### src/rtl/wdog_pkg.sv
package wdog_pkg;
  localparam int ADDR_W = 8;
  localparam int DATA_W = 32;

  localparam logic [ADDR_W-1:0] OFS_KICK = 8'h00;
  localparam logic [ADDR_W-1:0] OFS_CTRL = 8'h20;
  localparam logic [ADDR_W-1:0] OFS_LOAD = 8'h24;
  localparam logic [ADDR_W-1:0] OFS_SYS  = 8'h38;

  localparam int BIT_KICK  = 9;
  localparam int BIT_EN    = 7;
  localparam int DIV_LSB   = 16;
  localparam int BIT_CAUSE = 1;

  // strobes from the register block to the counting datapath
  typedef struct packed {
    logic reload;  // restart count from load word, clear phase
    logic runEn;   // timer enabled
  } wdStrobe_t;
endpackage

### src/rtl/wdog_ctrl.sv
module wdog_ctrl
  import wdog_pkg::*;
#(
  parameter int CNT_W = 16,
  parameter int DIV_W = 16
) (
  input  logic              clk,
  input  logic              porRstN,
  input  logic              sysRstN,
  input  logic              busWe,
  input  logic [ADDR_W-1:0] busAddr,
  input  logic [DATA_W-1:0] busWdata,
  input  logic              expirePulse,
  output wdStrobe_t         strobe,
  output logic [DIV_W-1:0]  divisor,
  output logic [CNT_W-1:0]  loadVal,
  output logic [DATA_W-1:0] busRdata
);
  logic             enReg;
  logic [DIV_W-1:0] divReg;
  logic [CNT_W-1:0] loadReg;
  logic             causeFlag;

  logic wrKick, wrCtrl, wrLoad, wrSys, clrCause;

  assign wrKick   = busWe && (busAddr == OFS_KICK) && busWdata[BIT_KICK];
  assign wrCtrl   = busWe && (busAddr == OFS_CTRL);
  assign wrLoad   = busWe && (busAddr == OFS_LOAD);
  assign wrSys    = busWe && (busAddr == OFS_SYS);
  assign clrCause = wrSys && busWdata[BIT_CAUSE];

  always_ff @(posedge clk or negedge porRstN) begin
    if (!porRstN) begin
      enReg   <= 1'b0;
      divReg  <= '0;
      loadReg <= '1;
    end else if (!sysRstN) begin
      enReg   <= 1'b0;
      divReg  <= '0;
      loadReg <= '1;
    end else begin
      if (wrCtrl) begin
        enReg  <= busWdata[BIT_EN];
        divReg <= busWdata[DIV_LSB +: DIV_W];
      end
      if (wrLoad) loadReg <= busWdata[CNT_W-1:0];
    end
  end

  // cause bit lives only in the power-on domain
  always_ff @(posedge clk or negedge porRstN) begin
    if (!porRstN)         causeFlag <= 1'b0;
    else if (expirePulse) causeFlag <= 1'b1;
    else if (clrCause)    causeFlag <= 1'b0;
  end

  always_comb begin
    strobe.reload = wrKick || (wrCtrl && busWdata[BIT_EN] && !enReg);
    strobe.runEn  = enReg;
  end

  assign divisor = divReg;
  assign loadVal = loadReg;

  always_comb begin
    busRdata = '0;
    case (busAddr)
      OFS_CTRL: begin
        busRdata[BIT_EN]              = enReg;
        busRdata[DIV_LSB +: DIV_W]    = divReg;
      end
      OFS_LOAD: busRdata[CNT_W-1:0]   = loadReg;
      OFS_SYS:  busRdata[BIT_CAUSE]   = causeFlag;
      default:  busRdata = '0;
    endcase
  end

  p_flag_set_r7: assert property (@(posedge clk) disable iff (!porRstN)
    expirePulse |=> causeFlag);
  p_flag_keep_r7: assert property (@(posedge clk) disable iff (!porRstN)
    (causeFlag && !clrCause) |=> causeFlag);
  p_sys_clear_r9: assert property (@(posedge clk) disable iff (!porRstN)
    !sysRstN |=> (!enReg && loadReg == '1 && divReg == '0));
endmodule

### src/rtl/wdog_datapath.sv
module wdog_datapath
  import wdog_pkg::*;
#(
  parameter int CNT_W = 16,
  parameter int DIV_W = 16
) (
  input  logic             clk,
  input  logic             porRstN,
  input  logic             sysRstN,
  input  logic             usTick,
  input  wdStrobe_t        strobe,
  input  logic [DIV_W-1:0] divisor,
  input  logic [CNT_W-1:0] loadVal,
  output logic             rstReq
);
  logic [CNT_W-1:0] count;
  logic [DIV_W-1:0] phase;
  logic [DIV_W-1:0] divEff;
  logic             fired;
  logic             atZero;
  logic             wrap;

  assign divEff = (divisor == '0) ? DIV_W'(1) : divisor;
  assign wrap   = (phase >= divEff - DIV_W'(1));
  assign atZero = (count == '0);

  always_ff @(posedge clk or negedge porRstN) begin
    if (!porRstN) begin
      count <= '0; phase <= '0; fired <= 1'b0; rstReq <= 1'b0;
    end else if (!sysRstN) begin
      count <= '0; phase <= '0; fired <= 1'b0; rstReq <= 1'b0;
    end else if (strobe.reload) begin
      count  <= loadVal;
      phase  <= '0;
      fired  <= 1'b0;
      rstReq <= 1'b0;
    end else if (strobe.runEn) begin
      rstReq <= atZero && !fired;
      if (atZero) begin
        fired <= 1'b1;
      end else if (usTick) begin
        if (wrap) begin
          phase <= '0;
          count <= count - CNT_W'(1);
        end else begin
          phase <= phase + DIV_W'(1);
        end
      end
    end else begin
      rstReq <= 1'b0;
    end
  end

  p_single_pulse_r5: assert property (@(posedge clk) disable iff (!porRstN || !sysRstN)
    rstReq |=> !rstReq);
  p_pulse_needs_en_r5: assert property (@(posedge clk) disable iff (!porRstN || !sysRstN)
    rstReq |-> $past(strobe.runEn));
  p_hold_off_r6: assert property (@(posedge clk) disable iff (!porRstN || !sysRstN)
    (!strobe.runEn && !strobe.reload) |=> ($stable(count) && $stable(phase)));
  p_reload_r3: assert property (@(posedge clk) disable iff (!porRstN || !sysRstN)
    strobe.reload |=> (count == $past(loadVal) && phase == '0));
  p_step_r3: assert property (@(posedge clk) disable iff (!porRstN || !sysRstN)
    (strobe.runEn && !strobe.reload) |=>
      (count == $past(count) || count == $past(count) - CNT_W'(1)));
endmodule

### src/rtl/wdog_timer.sv
module wdog_timer
  import wdog_pkg::*;
#(
  parameter int CNT_W = 16,
  parameter int DIV_W = 16
) (
  input  logic        clk,
  input  logic        porRstN,
  input  logic        sysRstN,
  input  logic        usTick,
  input  logic        busWe,
  input  logic [7:0]  busAddr,
  input  logic [31:0] busWdata,
  output logic [31:0] busRdata,
  output logic        wdtRstReq
);
  wdStrobe_t        strobe;
  logic [DIV_W-1:0] divisor;
  logic [CNT_W-1:0] loadVal;

  wdog_ctrl #(.CNT_W(CNT_W), .DIV_W(DIV_W)) uCtrl (
    .clk(clk), .porRstN(porRstN), .sysRstN(sysRstN),
    .busWe(busWe), .busAddr(busAddr), .busWdata(busWdata),
    .expirePulse(wdtRstReq), .strobe(strobe),
    .divisor(divisor), .loadVal(loadVal), .busRdata(busRdata)
  );

  wdog_datapath #(.CNT_W(CNT_W), .DIV_W(DIV_W)) uPath (
    .clk(clk), .porRstN(porRstN), .sysRstN(sysRstN), .usTick(usTick),
    .strobe(strobe), .divisor(divisor), .loadVal(loadVal),
    .rstReq(wdtRstReq)
  );
endmodule

### config.mk
export PLATFORM = sky130hd
export DESIGN_NAME = wdog_timer
export DESIGN_NICKNAME = d
export VERILOG_FILES = /design/src/rtl/wdog_pkg.sv /design/src/rtl/wdog_ctrl.sv /design/src/rtl/wdog_datapath.sv /design/src/rtl/wdog_timer.sv
export SDC_FILE = /design/constraint.sdc
export NUM_CORES = 1
export LEC_CHECK = 0
export BUFFER_PORTS_ARGS = -buffer_cell sky130_fd_sc_hd__buf_2
export CORE_UTILIZATION = 51
export CTS_CLUSTER_DIAMETER = 60
export DETAILED_ROUTE_END_ITERATION = 8
export PLACE_DENSITY = 0.77
export SETUP_SLACK_MARGIN = 0.5
export SKIP_LAST_GASP = 1
export SLEW_MARGIN = 10
export SYNTH_ARGS = -nofsm -noshare
export SYNTH_HDL_FRONTEND = slang
export SYNTH_SLANG_ARGS = --single-unit
export TNS_END_PERCENT = 1
### constraint.sdc
create_clock -name clk -period 4.3 [get_ports clk]
set_input_delay 0.86 -clock clk [delete_from_list [all_inputs] [get_ports clk]]
set_output_delay 0.86 -clock clk [all_outputs]
set_load 0.005 [all_outputs]
==> key figures <==
Critical path
  • R2R depth: 21
  • CP Data Arrival Time: 4.65 ns
  • Setup crit end: uPath.count[6]
  • Critical R2R Capture: uPath.count[6]
  • CP cell instances: or4_4, or4_4, nor4_4, nor2_2, ha_2, nor3b_4, nand2_2, nor2_4, nand2_2, nor4_2, xnor2_1, ha_1, nand4_1, buf_4, nor2_2, a32oi_2, buf_4, and2_4, nor3_4, buf_6, o31a_1
  • Crit end category: flip-flop
  • Worst setup path startpoint: uCtrl.divisor[2]
  • WP data required: ~4.5 ns
  • Critical path startpoint category: flip-flop
  • Max incr delay on CP: around 0.58 ns
  • R2r setup slk: -0.12 ns
  • CP max-delay cell: or4_4
  • R2r startpoint: uCtrl.divisor[2]
  • CP Class: flip-flop to flip-flop
  • Crit-path max FO: 6

Cells and area
  • Layout cells sized above 1: about 29%
  • Area grow syn2layout: 23.0%
  • Most common cell after layout, fill and taps aside: buf_2
  • Antenna cells: 0
  • Filler instances: 622
  • NumNets Final: 646
  • Most frequent cells in the layout: buf_2, nand2_1, dfrtp_1, nand3_1

Synth
  • Number of enable flip-flop cells after synthesis: 0
  • Top-area cell type share of the netlist area: 30.7%
  • Register area share after synthesis: between 40% and 50%
  • Top_reg_cell synth: dfrtp_1
  • Syn. warnings: 0
  • Post-synthesis instance area: 4240 sq um
  • Asr flop ratio synth: 100%
  • Area leader, netlist: dfrtp_1
  • Syn Area/Cell: 8.61 sq um
  • Unique cell type count in the Yosys netlist: 57
  • Synthesized Nets: 556
  • Synth top area cells: dfrtp_1, dfstp_2, nand2_1
  • Synth Instances: about 490
  • #FFs+latches synth: slightly below 70

Detailed routing
  • First-iteration detailed-routing DRC count: approximately 190
  • Pre-antenna DRT Iters: 5
  • Detailed-route wire length per cell: approximately 16 um
  • Remaining DRCs: 0
  • Wirelength, routed: 11.2 mm
  • DR vias: a little over 4000
  • Routed vias/inst: around 5.9
  • Antenna viol nets, final: 0

Placed design
  • Final HPWL DP: 7.71 mm
  • Port bufs: 77
  • GP Congestion: between 0.8 and 0.9
  • Pre-CTS setup slack: -0.0292 ns

Timing
  • Final Max Tran Viols: 0
  • Worst Skew: between 0.008 and 0.009 ns
  • Slew @ Worst Pin: 0.770 ns
  • Rel. slew slack: about half
  • Setup ws final: -0.116 ns
  • Final period util: 103%
  • F_max: between 200 and 250 MHz
  • Final setup vio count: 29
  • RSZ-0062 raised after global routing: yes
  • Final total negative setup slack: -1.28 ns
  • Period minus WS final: 4.42 ns
  • Final hold violations: 0

Power
  • Sw Share: a little over a quarter
  • Combinational share of power: under 10%
  • Leakage power: 2.41 nW
  • Sequential share of power: between 40% and 50%
  • Cell Pwr Density: 250 nW/um^2
  • Switch Pwr: between 0.3 and 0.4 mW
  • Power share of the clock group: between 40% and 50%
  • Int Pwr: slightly below 1 mW
  • Worst vdd ir: about 0.00022 V

Floorplan
  • Rows: 32
  • Core area: 7890 sq um
  • Die Wd: 93.1 um
  • Die Ht: around 93 um
  • IO Count: 78
  • Die ar.: ~8700 sq um
  • Starting Density: a little over half

Clocking
  • Clock root cell: clkbuf_8
  • CTS Hold Buffers Added: 0
  • CTS tree: yes
  • CTS sink count: just under 70
  • Worst-skew pair later-pin latency: between 0.3 and 0.4 ns
  • Num CTS Buffers: 9
  • H-tree Lvls: 3
  • Reg clk slew, reported paths: around 0.080 ns
  • Clk buf depth: 2

GRT
  • Global-route wire length before repair: around 18 mm
  • Vias in the first global route: between 3000 and 4000
  • GR Layer Usage met1: around 39%
  • M3 GR Usage: around 6.4%
  • Initial antenna violation count: 0
  • Grt met2 use: a little over 40%
  • Largest net degree at the start of global routing: 40
  • GRT Util Overall: roughly 27%
  • Global route hottest layer: met2
  • Total grt overflow: 0

Worst hold path
  • Hold Crit Depth: 1
  • Worst Hold Class: flip-flop to flip-flop

Run status
  • Status: complete, but fails checks
  • Failing checks: negative setup slack

Flow run
  • Max-Cap Viols: 0
==> worst min-delay path by stage <==
stage | start | to | slack [ns]
after floorplan | uPath.fired | uPath.rstReq | 0.41
after global placement | uPath.fired | uPath.rstReq | 0.43
after detailed placement | uPath.fired | uPath.rstReq | 0.45
after CTS | uPath.fired | uPath.rstReq | 0.45
after global routing | uPath.fired | uPath.rstReq | 0.47
final | uPath.fired | uPath.rstReq | 0.46
==> per-layer routing <==
metal	vias up	part of all wire [%]	wire length [um]
met5	-	0	0
met4	0	1.7	189
met3	20	5.1	578
met2	131	47	5240
met1	1942	47	5240
li1	1941	-	-
==> area by class of cell <==
type	instances	area, sq um	share of cell area, %
well taps	102	128	2.45
clock inverters	5	37.5	0.720
flip-flops and latches	68	1720	33.0
repair buffers	104	599	11.5
inverters	10	37.5	0.720
multi-input cells	389	2510	48.2
clock buffers	11	174	3.34
==> critical path: cells and delay by family (launching register included) <==
kind            cells  cell delay, ns
simple gates       13            2.32
fa+ha+maj           2            0.52
buf+inv             3            0.47
compound gates      2            0.44
flops               1            0.39
xor+xnor            1            0.14
==> power groups by stage <==
stage               registers, mW  clock network [mW]  logic [mW]
floorplan                   0.654                   0      0.0398
global placement            0.654                   0      0.0886
detailed placement          0.655                   0      0.0914
CTS                         0.643               0.561      0.0959
global route                0.643               0.595       0.116
finish                      0.643               0.556       0.106
==> cell usage after synthesis (2+ instances only) <==
master,n
a211oi_1,5
a21o_1,2
a21oi_1,36
a22o_1,2
a311oi_1,7
a31oi_1,3
and2_1,35
and3_1,3
and4_1,3
buf_2,3
clkbuf_1,21
dfrtp_1,52
dfstp_2,16
ha_1,19
inv_1,10
mux2i_1,2
nand2_1,69
nand2b_1,2
nand3_1,43
nand4_1,4
nor2_1,36
nor3_1,11
nor4_1,5
nor4b_1,2
o2111ai_1,3
o211a_1,2
o211ai_1,8
o21ai_0,23
or3_1,9
or4_1,4
or4_4,2
xnor2_1,14
xor2_1,12
==> sequential cells by signal, summed over array words and instances (netlist names) <==
| name | cells |
|---|---|
| uCtrl.causeFlag | 1 |
| uPath.phase | 16 |
| uCtrl.divisor | 16 |
| uCtrl.enReg | 1 |
| uPath.count | 16 |
| uPath.rstReq | 1 |
| uPath.fired | 1 |
| uCtrl.loadVal | 16 |
==> metrics by stage <==
step                total power, mW  cells  hold WS [ns]  utilization [%]  cell area [sq um]
finish                         1.31    689         0.461             66.1               5210
floorplan                     0.694    492         0.412                -               4260
global placement              0.743    664         0.426             60.9               4810
global route                   1.35    689         0.467             66.1               5210
detailed placement            0.746    664         0.446             60.9               4810
CTS                            1.30    682         0.448             64.0               5050
==> logic make-up after synthesis <==
family	count (synthesis)	share of synthesized area (%)
muxes	2	0.473
and+or+nand+nor	238	28.6
xor gates and xnor gates	26	5.38
DFF	68	40.6
AOI/OAI and AO/OA	104	15.9
buffers and inverters	35	3.37
adders and majority gates	19	5.61
==> what timing repair did <==
action | CTS | global route
setup endpoints to repair | 32 | 32
gates resized for setup | 3 | 26
pin swaps | 4 | 21
buffers inserted | 2 | 7
Power figures use the tool's default switching activity.
